===== config.mk =====
export PLATFORM = sky130hd
export DESIGN_NAME = pkt_link_mux
export DESIGN_NICKNAME = d
export VERILOG_FILES = /design/src/rtl/pkt_link_mux_pkg.sv /design/src/rtl/pkt_link_mux_ctx.sv /design/src/rtl/pkt_link_mux_arb.sv /design/src/rtl/pkt_link_mux.sv
export SDC_FILE = /design/constraint.sdc
export NUM_CORES = 1
export LEC_CHECK = 0
export ABC_AREA = 1
export CAP_MARGIN = 10
export CORE_MARGIN = 2
export CORE_UTILIZATION = 35
export DETAILED_ROUTE_END_ITERATION = 7
export GPL_TIMING_DRIVEN = 0
export PLACE_DENSITY = 0.6
export SLEW_MARGIN = 0
export SYNTH_ARGS = -nofsm -noshare
export SYNTH_HDL_FRONTEND = slang
export SYNTH_SLANG_ARGS = --single-unit

===== constraint.sdc =====
create_clock -name clk -period 7.5 [get_ports clk]
set_clock_uncertainty 0.1 [all_clocks]
set_input_delay 1.5 -clock clk [delete_from_list [all_inputs] [get_ports clk]]
set_output_delay 1.5 -clock clk [all_outputs]
set_load 0.05 [all_outputs]

===== src/rtl/pkt_link_mux_pkg.sv =====
package pkt_link_mux_pkg;

  typedef enum logic {ST_ARB = 1'b0, ST_PAY = 1'b1} mux_state_e;

  // Header layout, LSB first: source, priority, payload length, last, control.
  function automatic logic [31:0] pack_hdr(
    input int unsigned src, input int unsigned src_w,
    input int unsigned prio, input int unsigned prio_w,
    input int unsigned plen, input int unsigned plen_w,
    input logic last, input logic ctrl);
    logic [31:0] w;
    w = 32'(src);
    w = w | (32'(prio) << src_w);
    w = w | (32'(plen) << (src_w + prio_w));
    w = w | (32'(last) << (src_w + prio_w + plen_w));
    w = w | (32'(ctrl) << (src_w + prio_w + plen_w + 1));
    return w;
  endfunction

endpackage


===== src/rtl/pkt_link_mux_ctx.sv =====
module pkt_link_mux_ctx #(
  parameter int LEN_W  = 8,
  parameter int PRIO_W = 2
) (
  input  logic              clk,
  input  logic              rst,
  input  logic              in_valid,
  input  logic [LEN_W-1:0]  in_len,
  input  logic [PRIO_W-1:0] in_prio,
  input  logic              in_ctrl,
  input  logic              load,
  input  logic              dec,
  output logic              pending,
  output logic [LEN_W-1:0]  eff_len,
  output logic [PRIO_W-1:0] eff_prio,
  output logic              eff_ctrl
);
  logic [LEN_W-1:0]  rem_q;
  logic [PRIO_W-1:0] prio_q;
  logic              ctrl_q;
  logic              active;

  assign active   = (rem_q != '0);
  assign pending  = active || (in_valid && (in_len != '0));
  assign eff_len  = active ? rem_q  : in_len;
  assign eff_prio = active ? prio_q : in_prio;
  assign eff_ctrl = active ? ctrl_q : in_ctrl;

  always_ff @(posedge clk) begin
    if (rst) begin
      rem_q  <= '0;
      prio_q <= '0;
      ctrl_q <= 1'b0;
    end else if (load) begin
      rem_q  <= eff_len;
      prio_q <= eff_prio;
      ctrl_q <= eff_ctrl;
    end else if (dec) begin
      rem_q <= rem_q - 1'b1;
    end
  end

  // a word is only taken while the message still has words left
  p_dec_live_r3: assert property (@(posedge clk) disable iff (rst)
    dec |-> (rem_q != '0));

  // a resumed message keeps its latched priority until it ends
  p_prio_keep_r5: assert property (@(posedge clk) disable iff (rst)
    (active && !load) |=> (rem_q == '0) || $stable(prio_q));

endmodule


===== src/rtl/pkt_link_mux_arb.sv =====
module pkt_link_mux_arb #(
  parameter int NSRC   = 4,
  parameter int PRIO_W = 2,
  localparam int SRC_W = (NSRC > 1) ? $clog2(NSRC) : 1
) (
  input  logic [NSRC-1:0]        pending,
  input  logic [NSRC*PRIO_W-1:0] prio,
  input  logic [SRC_W-1:0]       last,
  output logic                   gnt_valid,
  output logic [SRC_W-1:0]       gnt_idx
);
  logic [PRIO_W-1:0] top_p;

  always_comb begin
    top_p     = '0;
    gnt_valid = 1'b0;
    gnt_idx   = '0;
    for (int i = 0; i < NSRC; i++) begin
      if (pending[i] && (!gnt_valid || prio[i*PRIO_W +: PRIO_W] > top_p)) begin
        top_p     = prio[i*PRIO_W +: PRIO_W];
        gnt_valid = 1'b1;
      end
    end
    // rotate among the winners, starting after the last grant
    for (int k = NSRC; k >= 1; k--) begin
      int unsigned j;
      j = 32'(last) + 32'(k);
      if (j >= 32'(NSRC)) j = j - 32'(NSRC);
      if (pending[j] && prio[j*PRIO_W +: PRIO_W] == top_p) gnt_idx = SRC_W'(j);
    end
  end

endmodule


===== src/rtl/pkt_link_mux.sv =====
module pkt_link_mux #(
  parameter int NSRC     = 4,
  parameter int DW       = 16,
  parameter int PRIO_W   = 2,
  parameter int LEN_W    = 8,
  parameter int PKT_W    = 4,
  parameter int CTRL_LEN = 2
) (
  input  logic                    clk,
  input  logic                    rst,
  input  logic [PKT_W-1:0]        cfg_max_pay,
  input  logic [NSRC-1:0]         s_valid,
  output logic [NSRC-1:0]         s_ready,
  input  logic [NSRC*DW-1:0]      s_data,
  input  logic [NSRC*LEN_W-1:0]   s_len,
  input  logic [NSRC*PRIO_W-1:0]  s_prio,
  input  logic [NSRC-1:0]         s_ctrl,
  output logic                    m_valid,
  input  logic                    m_ready,
  output logic [DW-1:0]           m_data,
  output logic                    m_hdr
);
  import pkt_link_mux_pkg::*;

  localparam int SRC_W = (NSRC > 1) ? $clog2(NSRC) : 1;
  localparam int LEN_LSB = SRC_W + PRIO_W;

  mux_state_e             st_q;
  logic [SRC_W-1:0]       cur_q, last_q, gnt_idx;
  logic [PKT_W-1:0]       left_q;
  logic                   gnt_valid, slot_free, start_pkt, take;
  logic [NSRC-1:0]        pend, ctx_ctrl, load_v, dec_v;
  logic [NSRC*LEN_W-1:0]  ctx_len;
  logic [NSRC*PRIO_W-1:0] ctx_prio;
  logic [LEN_W-1:0]       g_len;
  logic                   g_ctrl, g_last;
  int unsigned            cap_i, pay_i;
  logic [DW-1:0]          hdr_word;

  for (genvar g = 0; g < NSRC; g++) begin : g_ctx
    pkt_link_mux_ctx #(.LEN_W(LEN_W), .PRIO_W(PRIO_W)) u_ctx (
      .clk     (clk),
      .rst     (rst),
      .in_valid(s_valid[g]),
      .in_len  (s_len[g*LEN_W +: LEN_W]),
      .in_prio (s_prio[g*PRIO_W +: PRIO_W]),
      .in_ctrl (s_ctrl[g]),
      .load    (load_v[g]),
      .dec     (dec_v[g]),
      .pending (pend[g]),
      .eff_len (ctx_len[g*LEN_W +: LEN_W]),
      .eff_prio(ctx_prio[g*PRIO_W +: PRIO_W]),
      .eff_ctrl(ctx_ctrl[g])
    );
  end

  pkt_link_mux_arb #(.NSRC(NSRC), .PRIO_W(PRIO_W)) u_arb (
    .pending  (pend),
    .prio     (ctx_prio),
    .last     (last_q),
    .gnt_valid(gnt_valid),
    .gnt_idx  (gnt_idx)
  );

  assign slot_free = !m_valid || m_ready;
  assign start_pkt = (st_q == ST_ARB) && slot_free && gnt_valid;

  always_comb begin
    s_ready = '0;
    if (st_q == ST_PAY && slot_free) s_ready[cur_q] = 1'b1;
  end
  assign take = |(s_ready & s_valid);

  always_comb begin
    load_v = '0;
    dec_v  = '0;
    if (start_pkt) load_v[gnt_idx] = 1'b1;
    if (take) dec_v[cur_q] = 1'b1;
  end

  // packet sizing: class limit, then clip to the words left
  always_comb begin
    g_len  = ctx_len[gnt_idx*LEN_W +: LEN_W];
    g_ctrl = ctx_ctrl[gnt_idx];
    if (g_ctrl) cap_i = 32'(CTRL_LEN);
    else if (cfg_max_pay == '0) cap_i = 32'd1;
    else cap_i = 32'(cfg_max_pay);
    pay_i  = (32'(g_len) < cap_i) ? 32'(g_len) : cap_i;
    g_last = (pay_i == 32'(g_len));
    hdr_word = DW'(pack_hdr(32'(gnt_idx), SRC_W,
                            32'(ctx_prio[gnt_idx*PRIO_W +: PRIO_W]), PRIO_W,
                            pay_i, PKT_W, g_last, g_ctrl));
  end

  always_ff @(posedge clk) begin
    if (rst) begin
      st_q    <= ST_ARB;
      m_valid <= 1'b0;
      m_hdr   <= 1'b0;
      m_data  <= '0;
      cur_q   <= '0;
      last_q  <= SRC_W'(NSRC - 1);
      left_q  <= '0;
    end else begin
      case (st_q)
        ST_ARB: begin
          if (start_pkt) begin
            m_valid <= 1'b1;
            m_hdr   <= 1'b1;
            m_data  <= hdr_word;
            cur_q   <= gnt_idx;
            last_q  <= gnt_idx;
            left_q  <= PKT_W'(pay_i);
            st_q    <= ST_PAY;
          end else if (slot_free) begin
            m_valid <= 1'b0;
          end
        end
        default: begin
          if (take) begin
            m_valid <= 1'b1;
            m_hdr   <= 1'b0;
            m_data  <= s_data[cur_q*DW +: DW];
            left_q  <= left_q - 1'b1;
            if (left_q == PKT_W'(1)) st_q <= ST_ARB;
          end else if (slot_free) begin
            m_valid <= 1'b0;
          end
        end
      endcase
    end
  end

  // ---------------- assertions ----------------
  logic prio_ok;
  always_comb begin
    prio_ok = 1'b1;
    for (int i = 0; i < NSRC; i++)
      if (pend[i] && ctx_prio[i*PRIO_W +: PRIO_W] > ctx_prio[gnt_idx*PRIO_W +: PRIO_W])
        prio_ok = 1'b0;
  end

  p_grant_top_r4: assert property (@(posedge clk) disable iff (rst)
    start_pkt |-> prio_ok);

  p_hold_r8: assert property (@(posedge clk) disable iff (rst)
    (m_valid && !m_ready) |=> m_valid && $stable(m_data) && $stable(m_hdr));

  p_ready_owner_r8: assert property (@(posedge clk) disable iff (rst)
    (|s_ready) |-> pend[cur_q]);

  p_pay_nonzero_r9: assert property (@(posedge clk) disable iff (rst)
    start_pkt |=> m_hdr && (m_data[LEN_LSB +: PKT_W] != '0));

  p_count_live_r6: assert property (@(posedge clk) disable iff (rst)
    (st_q == ST_PAY) |-> (left_q != '0));

endmodule


Word-level counts from Yosys, hierarchy flattened
Cells that the tools add are included.
{"block": "classes", "addsub": 13, "n_lt_le_gt_ge": 16, "eq_ne": 7, "n_shift": 7, "n_mux": 73, "bitwise": 6, "reduce_logical": 45}
{"op": "variable part select 8 x 33 -> 2 bit", "n": 4}
{"op": ">= comparator 32 x 3 -> 1 bit (second input constant)", "n": 4}
{"op": "< comparator 32 x 3 -> 1 bit (second input constant)", "n": 4}
{"op": "2-to-1 mux 32 bit", "n": 4}
{"op": "subtractor 32 x 3 -> 32 bit (second input constant)", "n": 4}
{"op": "2-to-1 mux 8 bit", "n": 13}
{"op": "nonzero test 8 bit", "n": 8}
{"op": "variable part select 64 x 7 -> 16 bit", "n": 1}
{"op": "2-to-1 mux 16 bit", "n": 3}
{"op": "< comparator 8 x 32 -> 1 bit", "n": 1}
{"op": "2-to-1 mux 4 bit", "n": 8}
{"op": "variable part select 32 x 6 -> 8 bit", "n": 1}
{"op": "subtractor 8 x 1 -> 8 bit (second input constant)", "n": 4}
{"op": "2-to-1 mux 1 bit", "n": 26}
{"op": "2-to-1 mux 2 bit", "n": 12}
{"op": "logical AND 1 bit", "n": 16}
{"op": "bitwise OR 16 x 10 -> 16 bit", "n": 1}
{"op": "bitwise OR 16 x 9 -> 16 bit", "n": 1}
{"op": "bitwise OR 4 x 16 -> 16 bit", "n": 1}
{"op": "binary-select mux 1 bit (select 2 bit)", "n": 5}
{"op": "nonzero test 2 bit", "n": 5}
{"op": "== test 2 bit", "n": 4}
{"op": "== test 8 bit", "n": 1}
{"op": "logical OR 1 bit", "n": 8}
{"op": "other kinds (18)", "n": 28}
{"block": "totals", "ff_bits": 71, "input_bits": 119, "elab_cells": 186}

Depth between registers and ports, before layout
{"block": "depth", "ltp_word": 32, "ltp_mapped": 56}

Modules after synthesis
A second synthesis with hierarchy kept.
{"block": "hier_totals", "cells_unflattened": 1134, "area_unflattened_um2": 6821.5}
{"module": "pkt_link_mux_ctx", "instances": 4, "cells_per_inst": 142, "area_each_um2": 860.8, "seq_area_each_um2": 220.2}
{"module": "pkt_link_mux", "instances": 1, "cells_per_inst": 373, "area_each_um2": 2371.0, "seq_area_each_um2": 540.5}
{"module": "pkt_link_mux_arb", "instances": 1, "cells_per_inst": 193, "area_each_um2": 1007.2, "seq_area_each_um2": 0.0}

Worst setup path after synthesis
OpenSTA, ideal clock, no wires.
{"block": "synth_timing", "kind": "input port to flip-flop", "start": "input s_len[7]", "end": "register m_data[7]", "setup_time_ps": 70, "t_arrival_ps": 6611, "required_ps": 7330, "setup_slack_ps": 719, "path_stages": 50, "n_path_buf": 2, "path_cell_list": "nor2_1 -> nand2_1 -> o21ai_0 -> nand2_2 -> nand2_1 -> ha_1 -> inv_1 -> nor2_1 -> o21ai_0 -> nand2_2 -> nand3_1 -> nand2_2 -> ha_1 -> inv_1 -> nor2_1 -> o21ai_0 -> o21ai_4 -> nand2_2 -> [14 not listed] -> nand2_1 -> nand2_1 -> nand2_2 -> nand2_2 -> buf_6 -> buf_8 -> nand2_1 -> o21ai_1 -> nand2_1 -> nand2_1 -> inv_1 -> ha_1 -> a21o_1 -> nor2_8 -> nand2_4 -> nand2_2 -> nand3_2 -> a21oi_1"}
{"block": "synth_between", "elab_chain_len": 32, "elab_cells_between_ends": 58, "classes_between": "order compare: 4; eq/ne: 4; shift: 1; mux: 27; bitwise: 3; reduce/logical: 19"}
{"element": "start: declaration", "line": "pkt_link_mux.sv:15", "source": "input logic [NSRC*LEN_W-1:0] s_len,"}
{"element": "branches (longest 32 deep; another with > comparator 2 bit)"}
{"element": "end signal: assignment", "line": "pkt_link_mux.sv:110", "source": "m_data <= hdr_word;"}
{"element": "end signal: assignment", "line": "pkt_link_mux.sv:123", "source": "m_data <= s_data[cur_q*DW +: DW];"}
{"element": "end: declaration", "line": "pkt_link_mux.sv:20", "source": "output logic [DW-1:0] m_data,"}
Parallel ways; which one is timed is not known. The select of a mux whose other input is x is not followed.
A chain may end at the register's enable or synchronous reset.

Final worst setup path
{"block": "layout_timing", "start": "input s_len[3]", "end": "register left_q[3]"}
{"block": "layout_between", "elab_chain_len": 29, "elab_cells_between_ends": 55, "classes_between": "order compare: 4; eq/ne: 4; shift: 1; mux: 27; reduce/logical: 19"}
{"element": "branches (longest 29 deep; another with > comparator 2 bit)"}
{"element": "end signal: assignment", "line": "pkt_link_mux.sv:113", "source": "left_q <= PKT_W'(pay_i);"}
{"element": "end signal: assignment", "line": "pkt_link_mux.sv:124", "source": "left_q <= left_q - 1'b1;"}
{"element": "end: declaration", "line": "pkt_link_mux.sv:30", "source": "logic [PKT_W-1:0] left_q;"}
Parallel ways; which one is timed is not known. The select of a mux whose other input is x is not followed.

==> impl_metrics.csv <==
group,metric,value,unit
cts,numCtsBuffers,9,
cts,path_clk_slew,0.06,ns
timing,max_slew_margin,0.471,
drt,post_drt_wl_per_cell,15.6,µm
die,die_w,138,µm
cells_and_area,multi_input_area,4380,µm²
setup_path,r2r_cells,46,
placement,numPlacedInstances,1395,
timing,timing.final.hold_violations,0,
synth,synthesis.instances,1030,
setup_path,path_common_cell,"nand2_2",
die,dieArea,18900,µm²
synth,ys.flop_type,"dfxtp_1",
setup_path,worstPathMaxFanout,10,
run,cap_violations,0,
outcome,outcome,"complete, no violations",
hold_path,holdCritStartpoint,"g_ctx[3].u_ctx.ctrl_q$_SDFFE_PP0P_",
setup_path,crit_buf_inv,6,
die,row_count,48,
synth,synth.area.top_cells,"dfxtp_1 23%, nand2_1 17%, o21ai_0 8.2%",
drt,drc,0,
cts,cts-root-buf,"clkbuf_16",
synth,synth_area,6250,µm²
drt,drtIter0Drc,548,
synth,synth.distinct_cells,46,
setup_path,max_stage_delay,0.43,ns
timing,max_freq,0.142,GHz
placement,dp_hpwl,17400,µm
drt,via_per_inst,5.10,
die,die_h,138,µm
setup_path,r2r_start,"g_ctx[0].u_ctx.rem_q[0]$_SDFFE_PP0P_",
cts,clk_latency,0.35,ns
timing,min_period_over_period,0.941,
setup_path,crit_family,"simple AND/OR/NAND/NOR gates",
setup_path,cp.depth,45,
synth,synth_seq_cells,71,
global_route,grt_pass1_vias,6692,
cells_and_area,antenna-diode-count,0,
setup_path,critPathCaptureType,"flip-flop",
synth,synth.largest_area_cell,"dfxtp_1",
cts,cts_tree,"yes",
cts,htree_levels,3,
hold_path,hold_depth,2,
synth,synth-edff-count,0,
drt,vias,7248,
synth,yosysMostFrequentCell,"nand2_1",
cells_and_area,fin_cells,1422,
timing,finalSetupViolations,0,
synth,syn-num-nets,1171,
cells_and_area,fill_cells,1792,
cts,clk_path_buf_depth,2,
cells_and_area,fin_nets,1333,
timing,period_minus_slack,7.06,ns
synth,ys_seq_area_frac,0.227,
global_route,track_usage,0.234,
synth,yosysWarnings,0,
cts,cts_num_sinks,71,
die,start_util,0.360,
die,io_pins,141,
setup_path,path_class,"in2reg",
hold_path,hp-class,"reg2reg",
global_route,grt_pass1_wl,34200,µm
timing,slew_violations,0,
drt,routed_wl,22100,µm
die,core-area,17400,µm²
setup_path,timing.rr.end,"left_q[3]$_SDFFE_PP0P_",
synth,synth.top_cells.by_count,"283 x nand2_1, 102 x o21ai_0, 101 x inv_1",
drt,drt_pre_antenna_iters,5,
timing,tightest_slew,0.794,ns
setup_path,cp.required,7.63,ns
cells_and_area,register_area,1420,µm²
timing,hold-worst-slack,0.363,ns
placement,gp_congestion,0.886,
setup_path,r2r_setup_slack,1.09,ns
placement,port_buffers,140,
global_route,grt_start_max_net_pins,13,
global_route,antenna_found_initial,0,
cells_and_area,syn2layout_area_growth,36.7,%
synth,synth_async_sr_flop_share,0,
synth,yosysTopAreaCellShare,0.227,
setup_path,start_kind,"input port",
synth,avgSynthCellArea,6.07,µm²
cells_and_area,postLayoutCoreUtil,0.492,
setup_path,slowest_stage,"clkdlybuf4s50_1",
global_route,overflow,0,
setup_path,worstPathArrival,7.19,ns
cells_and_area,drive_gt1_frac,0.131,
hold_path,min_to,"g_ctx[3].u_ctx.ctrl_q$_SDFFE_PP0P_",
drt,ant_nets,0,
cells in the final DEF, fill, tap and decap left out, drive strengths merged, types with 7 or more instances in the layout:
master,netlist,final
nand2,318,318
a31oi,9,9
a21oi,85,85
nand4,7,7
nor2,101,101
nand3,59,59
inv,114,115
ha,22,22
clkdlybuf4s50,0,136
dfxtp,71,71
clkbuf,22,33
nor3,10,10
xor2,18,18
buf,14,25
o21ai,114,114
a211oi,7,7
a22oi,22,22
logic make-up (layout without fill, tap and decap cells):
group	after synthesis	after routing	share of synthesized area
AND/OR/NAND/NOR	506	506	0.363
AO/OA/AOI/OAI	254	254	0.232
buffers and inverters	154	321	0.101
flip-flops	71	71	0.227
adder cells (fa/ha/maj)	22	22	0.0440
XOR/XNOR	21	21	0.0294
multiplexers	2	2	0.00320
cell type report:
cell class	instances	share of cell area
multi-input combinational	805	0.513
timing repair buffer	151	0.175
sequential	71	0.166
inverter	118	0.0521
tap	225	0.0329
clock buffer	11	0.0284
buffer	36	0.0230
clock inverter	5	0.00952
how the worst max path moves through the flow:
stage	start	slack (ns)	endpoint
floorplan	s_len[7]	0.72	m_data[7]$_SDFFE_PP0P_
global placement	s_len[3]	-0.44	m_data[7]$_SDFFE_PP0P_
detailed placement	s_len[3]	-0.50	left_q[3]$_SDFFE_PP0P_
CTS	s_len[3]	0.02	left_q[3]$_SDFFE_PP0P_
global route	s_len[6]	-0.05	m_data[7]$_SDFFE_PP0P_
finish	s_len[3]	0.44	left_q[3]$_SDFFE_PP0P_
worst min-delay path, delay by kind of cell (launching register included):
kind            cells  cell delay (ns)
flops               1             0.31
compound gates      1             0.05
simple gates        1             0.06
through the flow:
stage	setup TNS [ns]	instance area, µm²	setup slack [ns]
final	0	8540	0.443
after CTS	0	8270	0.0214
after global placement	-3.70	7940	-0.445
after detailed placement	-4.23	7940	-0.500
after floorplan	0	6250	0.719
after global routing	-0.218	8540	-0.0490
flip-flops by register name, indices dropped and copies added (netlist names):
name / count
g_ctx.u_ctx.rem_q: 32
m_data: 16
m_valid: 1
last_q: 2
cur_q: 2
g_ctx.u_ctx.prio_q: 8
g_ctx.u_ctx.ctrl_q: 4
m_hdr: 1
st_q: 1
left_q: 4
metal layers:
metal,wire length [µm],track usage,share of wire,up-vias
li1,-,-,-,3711
met1,10200,0.317,0.46,3289
met2,10200,0.382,0.46,230
met3,1520,0.0442,0.069,18
met4,263,0.0544,0.012,0
met5,0,0,0,-
repair_timing:
item                                    in CTS  in global routing
gates resized for setup                      4                 52
endpoints found under the setup margin       9                 33
pin swaps                                    0                 23
hold buffers                                 0                  0
buffers inserted                             0                 11
Power is not shown: default switching activity piles up to over one toggle a cycle in this logic, so the estimate is an artifact.
